$ cat src/rtl/msr_pkg.sv
package msr_pkg;
   localparam int unsigned MSR_LANES    = 4;
   localparam int unsigned LANE_CTS     = 0;
   localparam int unsigned LANE_DSR     = 1;
   localparam int unsigned LANE_RING    = 2;
   localparam int unsigned LANE_CARRIER = 3;

   typedef logic [MSR_LANES-1:0] lane_vec_t;

   // Maps modem control bits onto status lanes for loopback
   function automatic lane_vec_t loop_route(input lane_vec_t ctl);
      lane_vec_t r;
      r[LANE_CTS]     = ctl[1];
      r[LANE_DSR]     = ctl[0];
      r[LANE_RING]    = ctl[2];
      r[LANE_CARRIER] = ctl[3];
      return r;
   endfunction
endpackage

$ cat src/rtl/msr_sync.sv
module msr_sync #(
   parameter int unsigned WIDTH  = 4,
   parameter int unsigned STAGES = 2
) (
   input  logic             clk,
   input  logic             rst,
   input  logic [WIDTH-1:0] d_i,
   output logic [WIDTH-1:0] q_o
);
   generate
      if (STAGES < 2) begin : g_bad_stages
         $error("msr_sync: STAGES must be at least 2");
      end
      if (WIDTH < 1) begin : g_bad_width
         $error("msr_sync: WIDTH must be positive");
      end
   endgenerate

   logic [WIDTH-1:0] stage_q [STAGES];

   always_ff @(posedge clk) begin
      if (rst) begin
         for (int k = 0; k < int'(STAGES); k++) stage_q[k] <= d_i;
      end else begin
         stage_q[0] <= d_i;
         for (int k = 1; k < int'(STAGES); k++) stage_q[k] <= stage_q[k-1];
      end
   end

   assign q_o = stage_q[STAGES-1];
endmodule

$ cat src/rtl/msr_delta.sv
module msr_delta #(
   parameter int unsigned WIDTH     = 4,
   parameter logic [WIDTH-1:0] RISE_MASK = '0
) (
   input  logic             clk,
   input  logic             rst,
   input  logic [WIDTH-1:0] obs_i,
   input  logic             clr_i,
   output logic [WIDTH-1:0] cur_o,
   output logic [WIDTH-1:0] delta_o
);
   logic [WIDTH-1:0] cur_q, prv_q, delta_q, ev;

   always_ff @(posedge clk) begin
      if (rst) begin
         cur_q   <= obs_i;
         prv_q   <= obs_i;
         delta_q <= '0;
      end else begin
         prv_q   <= cur_q;
         cur_q   <= obs_i;
         delta_q <= (delta_q & ~{WIDTH{clr_i}}) | ev;
      end
   end

   for (genvar i = 0; i < int'(WIDTH); i++) begin : g_lane
      if (RISE_MASK[i]) begin : g_rise
         assign ev[i] = cur_q[i] & ~prv_q[i];

         p_fall_ignored_r4: assert property (@(posedge clk) disable iff (rst)
            (!delta_q[i] && prv_q[i] && !cur_q[i]) |=> !delta_q[i]);
         p_rise_kept_r6: assert property (@(posedge clk) disable iff (rst)
            (cur_q[i] && !prv_q[i]) |=> delta_q[i]);
      end else begin : g_any
         assign ev[i] = cur_q[i] ^ prv_q[i];

         p_edge_kept_r6: assert property (@(posedge clk) disable iff (rst)
            (cur_q[i] != prv_q[i]) |=> delta_q[i]);
      end

      p_sticky_r5: assert property (@(posedge clk) disable iff (rst)
         (delta_q[i] && !clr_i) |=> delta_q[i]);
      p_read_clears_r5: assert property (@(posedge clk) disable iff (rst)
         (clr_i && cur_q[i] == prv_q[i]) |=> !delta_q[i]);
   end

   assign cur_o   = cur_q;
   assign delta_o = delta_q;
endmodule

$ cat src/rtl/modem_status_reg.sv
module modem_status_reg #(
   parameter int unsigned SYNC_STAGES    = 2,
   parameter logic [3:0]  RISE_ONLY_MASK = 4'b0100
) (
   input  logic       clk,
   input  logic       rst,
   input  logic [3:0] line_n_i,
   input  logic       loop_en_i,
   input  logic [3:0] mctl_i,
   input  logic       rd_i,
   input  logic       irq_en_i,
   output logic [7:0] status_o,
   output logic       irq_o
);
   import msr_pkg::*;
   localparam int unsigned LANES = MSR_LANES;

   generate
      if (SYNC_STAGES < 2) begin : g_bad_sync
         $error("modem_status_reg: SYNC_STAGES must be at least 2");
      end
   endgenerate

   lane_vec_t pins_sync, obs, cur, delta;

   msr_sync #(.WIDTH(LANES), .STAGES(SYNC_STAGES)) u_sync (
      .clk (clk),
      .rst (rst),
      .d_i (line_n_i),
      .q_o (pins_sync)
   );

   // Loopback takes priority; during reset the raw pins seed the state
   always_comb begin
      if (loop_en_i)  obs = loop_route(mctl_i);
      else if (rst)   obs = ~line_n_i;
      else            obs = ~pins_sync;
   end

   msr_delta #(.WIDTH(LANES), .RISE_MASK(RISE_ONLY_MASK)) u_delta (
      .clk     (clk),
      .rst     (rst),
      .obs_i   (obs),
      .clr_i   (rd_i),
      .cur_o   (cur),
      .delta_o (delta)
   );

   assign status_o = {cur, delta};
   assign irq_o    = irq_en_i & (|delta);

   p_loop_cts_r7: assert property (@(posedge clk) disable iff (rst)
      loop_en_i |=> status_o[4] == $past(mctl_i[1]));
   p_loop_cd_r7: assert property (@(posedge clk) disable iff (rst)
      loop_en_i |=> status_o[7] == $past(mctl_i[3]));
   p_irq_masked_r9: assert property (@(posedge clk) disable iff (rst)
      !irq_en_i |-> !irq_o);
   p_irq_after_read_r9: assert property (@(posedge clk) disable iff (rst)
      (rd_i && $stable(status_o[7:4]) && status_o[7:4] == $past(status_o[7:4])) |=> !irq_o);
endmodule

$ cat config.mk
export PLATFORM = sky130hd
export DESIGN_NAME = modem_status_reg
export DESIGN_NICKNAME = d
export VERILOG_FILES = /design/src/rtl/msr_pkg.sv /design/src/rtl/msr_sync.sv /design/src/rtl/msr_delta.sv /design/src/rtl/modem_status_reg.sv
export SDC_FILE = /design/constraint.sdc
export NUM_CORES = 1
export LEC_CHECK = 0
export BUFFER_PORTS_ARGS = -buffer_cell sky130_fd_sc_hd__buf_2
export CORE_MARGIN = 4
export CORE_UTILIZATION = 46
export CTS_BUF_LIST = sky130_fd_sc_hd__clkbuf_4 sky130_fd_sc_hd__clkbuf_8
export CTS_CLUSTER_DIAMETER = 60
export DETAILED_ROUTE_END_ITERATION = 10
export PLACE_DENSITY = 0.71
export SETUP_SLACK_MARGIN = 0.05
export SYNTH_ARGS = -nofsm -noshare
export SYNTH_HDL_FRONTEND = slang
export SYNTH_SLANG_ARGS = --single-unit
$ cat constraint.sdc
create_clock -name clk -period 0.8 [get_ports clk]
set_input_delay 0.08 -clock clk [delete_from_list [all_inputs] [get_ports clk]]
set_output_delay 0.08 -clock clk [all_outputs]
set_load 0.005 [all_outputs]
* Yosys cells after proc, flatten, opt, wreduce, memory -nomap -nowiden
Memories as Yosys holds them, arrays and structs flattened.
Cells that the tools add are included.
** Storage, ports and cells
- Memory bits (writable) :: 8
- Bits in registers :: 12
- Input port bits :: 13
- Output and inout bits :: 9
- Memories :: 1
** Memories
- u_sync.stage_q :: depth 2, width 4, read ports 2, clocked after memory_dff 0, write ports 2, RTL line msr_sync.sv:19 : logic [WIDTH-1:0] stage_q [STAGES];
** Cells by class
- Bitwise operators :: 13
- Muxes and demuxes :: 8
- Reduce and logical (&&, ||, !) cells :: 1
** Operators with widths (number)
- 4-bit 2-to-1 mux :: 5
- 4-bit inverter :: 3
- 4-bit AND :: 1
- 4-bit bitwise OR :: 1
- 4-bit OR reduction :: 1
- 1-bit 2-to-1 mux :: 3
- 1-bit bitwise XOR :: 3
- 1-bit AND :: 2
- 1-bit bitwise OR :: 2
- 1-bit inverter :: 1

* Depth between registers and ports, before layout
- Depth after elaboration :: 4
- Mapped depth :: 4
- Depth with buffers taken out :: 2

* Modules after synthesis
From an unflattened synthesis, not the netlist that was laid out.
** Unflattened totals
- Cells, all modules :: 58
- Area total of the unflattened synthesis :: 719.4 um2
** Modules (own cells, without submodules)
- msr_delta :: instances 1, cells each 29, area each 389.1 um2
- msr_sync :: instances 1, cells each 16, area each 235.2 um2
- modem_status_reg :: instances 1, cells each 13, area each 95.1 um2

* Worst setup path after synthesis
OpenSTA, ideal clock, no wires.
- Path type :: flip-flop to output port
- From :: reg u_delta.delta_q[0], in the netlist u_delta.delta_o[0]
- To :: out irq_o
- Setup slack :: -11 ps
- Cell stages (with the launch flop) :: 2
- Arrival time :: 731 ps
- Cells stage by stage :: dfxtp_1 -> o41a_1
** On the way
- Cells in the longest elaborated chain, start to end :: 2
** Ends and longest elaborated chain
- start, declared :: RTL line msr_delta.sv:12 : logic [WIDTH-1:0] cur_q, prv_q, delta_q, ev;
- start signal, assigned :: RTL line msr_delta.sv:22 : delta_q <= (delta_q & ~{WIDTH{clr_i}}) | ev;
- 4-bit OR reduction :: RTL line modem_status_reg.sv:50 : assign irq_o = irq_en_i & (|delta);
- 1-bit AND :: RTL line modem_status_reg.sv:50
- end, declared :: RTL line modem_status_reg.sv:13 : output logic irq_o
No other way between the ends.

* Worst setup path after layout
- From :: reg u_delta.delta_q[1], in the netlist u_delta.delta_o[1]
- To :: out irq_o
Same word-level chain as after synthesis.

==> flow_summary_export.csv <==
group,metric,value,unit
status,status,"complete, but fails checks",
status,violations,"setup timing",
yosys,avgSynthCellArea,11.5,µm²
global_route,first_global_vias,485,
sta,layout_min_cycle_time,1.23,ns
yosys,yosys.area.top_type_share,54.2,%
power_and_ir_drop,power_density,1870,nW/µm²
global_route,antenna_found_initial,0,
yosys,ys_top_cells_by_area,"dfxtp_1, mux2_2, mux2_4",
sta,rsz0062_at_grt,"true",
yosys,synth_compound_area_share,11.9,%
setup_path,cp_cell_sequence,"o41a_1 -> buf_2",
cts,clk_path_buf_depth,2,
die,die_y,48.1,µm
setup_path,worstPathArrival,1.15,ns
sta,fin_ws,-0.429,ns
cts,cts_made_buffers,3,
final_layout,syn2layout_area_growth,51.0,%
setup_path,setup.worst_path.class,"reg -> out",
yosys,yosys.cell_types.count,17,
hold_path,hold_class,"in -> reg",
yosys,synth_top_family_by_area,"multiplexers",
setup_path,path_delay_family,"compound AO/OA/AOI/OAI gates",
setup_path,endpoint_kind,"output pin",
yosys,yosys_register_bits,20,
setup_path,required,0.72,ns
detailed_routing,wire_per_inst,10.8,µm
power_and_ir_drop,ir_drop,0.00133,V
setup_path,crit_path_top_delay_cell,"o41a_1",
die,core,1510,µm²
detailed_routing,num_vias,567,
global_route,grt_pass1_wl,1900,µm
yosys,synth_common_cells,"dfxtp_1, mux2_2, nand2b_1",
place,port_buffers,21,
detailed_routing,drc_errors,0,
global_route,overflow,0,
cts,cts.sinks,20,
detailed_routing,wl,1290,µm
detailed_routing,antenna_left,0,
yosys,ys_seq_area_share,54.2,%
yosys,synth-simple-area-share,11.7,%
final_layout,drive_gt1_share,61.2,%
cts,clk_latency,0.30,ns
cts,cts_tree,"yes",
sta,hold_viol,0,
cts,path_clk_slew,0.10,ns
setup_path,path_max_fanout,2,
sta,slew_viol_final,0,
sta,post-route-period-util,154,%
job,drv_cap,0,
yosys,synthAdderAreaFrac,0,%
yosys,syn-cell-area,738,µm²
yosys,async_flop_share,0,%
yosys,synth.most_common_cell,"dfxtp_1",
die,pin_count,22,
yosys,netlist_instances,64,
die,initial_core_util,49.0,%
die,die_area,2310,µm²
setup_path,cp-start-kind,"register",
place,dp.cells,106,
sta,clock_skew,0.00192,ns
yosys,synthXorXnorAreaFrac,3.56,%
global_route,grt_usage,12.1,%
yosys,synthFlopType,"dfxtp_1",
setup_path,cp_slowest_stage_delay,0.39,ns
global_route,grt_max_degree,11,
sta,slew_headroom,88.3,%
setup_path,cp.buffers_inverters,1,
yosys,synth_top_cell_by_area,"dfxtp_1",
cts,clockRootBuffer,"clkbuf_4",
place,hpwl,898,µm
die,die_width,48.1,µm
power_and_ir_drop,p_leak,0.504,nW
detailed_routing,drt_pass1_iterations,2,
final_layout,final_cells,119,
yosys,synth_edf_count,0,
yosys,muxShareOfSynthArea,13.7,%
detailed_routing,initialDrtViolationCount,3,
sta,finalSetupViolCount,9,
sta,holdWs,0.0106,ns
final_layout,layout.nets,118,
sta,tightest_slew,0.176,ns
final_layout,num-fill-cells,114,
cts,htreeDepth,1,
yosys,syn_nets,77,
die,rows,14,
yosys,yosysWarnings,0,
final_layout,antenna_cells,0,
place,gp_congestion,0.661,
sta,fmaxAchievable,0.814,GHz
detailed_routing,vias_per_cell,4.76,
worst min-delay path, cell delays in order:
cell,delay (ns)
buf_2,0.08
nand2_1,0.07
o21ai_2,0.05
cell type report:
cell class | count | area, µm² | share of cell area (%)
Clock buffer | 3 | 22.5 | 2.02
Multi-Input combinational cell | 41 | 332 | 29.7
Sequential cell | 20 | 413 | 37.0
Tap cell | 16 | 20.0 | 1.80
Timing Repair Buffer | 39 | 328 | 29.4
per-layer routing:
layer  global-route usage (%)  up-vias  wire length, µm
met5                        0        -                0
li1                         -      302                -
met1                     13.2      250              540
met4                     6.45        0               31
met3                     3.38        2               72
met2                     21.1       13              643
power by group:
| group | internal (mW) | leakage, nW | switching (mW) |
|---|---|---|---|
| Sequential | 1.10 | 0.170 | 0.0481 |
| Clock | 0.176 | 0.0138 | 0.287 |
| Combinational | 0.320 | 0.320 | 0.152 |
| Total | 1.59 | 0.504 | 0.487 |
repair_timing:
action                                 CTS  global route
hold buffers                             6             0
setup buffers                            4             1
gates resized for setup                 15            13
setup endpoints to repair               10            15
endpoints found under the hold margin    6             0
pin swaps                                4             4
worst paths after layout:
kind,start,endpoint,slack [ns],cells after the start
setup / recovery,u_delta.delta_o[1],irq_o,-0.43,2
hold / removal,mctl_i[2],u_delta.cur_o[2],0.01,3
setup reg to reg,u_delta.cur_o[3],u_delta.delta_o[3],0.03,3
hold reg to reg,u_sync.stage_q[0][1],u_sync.stage_q[0][5],0.46,1
state kept, by name (all words and copies together) (netlist names):
| name | count |
|---|---|
| u_delta.cur_o | 4 |
| u_delta.delta_o | 4 |
| u_sync.stage_q | 8 |
| u_delta.prv_q | 4 |
cells by family (layout without fill, tap and decap cells):
| kind of cell | Yosys count | count (layout) |
|---|---|---|
| simple gates | 17 | 17 |
| flops | 20 | 20 |
| compound gates | 13 | 13 |
| buf+inv | 3 | 42 |
| xor+xnor | 3 | 3 |
| mux | 8 | 8 |
metrics by stage:
step                setup TNS (ns)  util [%]  area [µm²]  power, mW  worst slack [ns]
global route                 -1.40      74.0        1110       2.19            -0.464
finish                       -1.06      74.0        1110       2.08            -0.429
global placement            -0.106      59.8         901       1.47            -0.100
floorplan                 -0.00654         -         739       1.33          -0.00654
CTS                          -1.14      71.0        1070       2.05            -0.443
detailed placement          -0.123      59.8         901       1.48            -0.101
cells in the final DEF, fill, tap and decap left out, types with 2 or more instances in the layout:
cell,count
a21oi_1,4
a31oi_1,4
buf_2,15
buf_4,5
buf_6,12
clkbuf_4,3
dfxtp_1,10
dfxtp_2,10
dlygate4sd3_1,6
mux2_2,4
mux2_4,4
nand2_1,4
nand2b_1,5
nor2_1,4
o21ai_2,4
or2_2,2
xnor2_2,3
No activity file was read; power rests on OpenSTA's default activity.
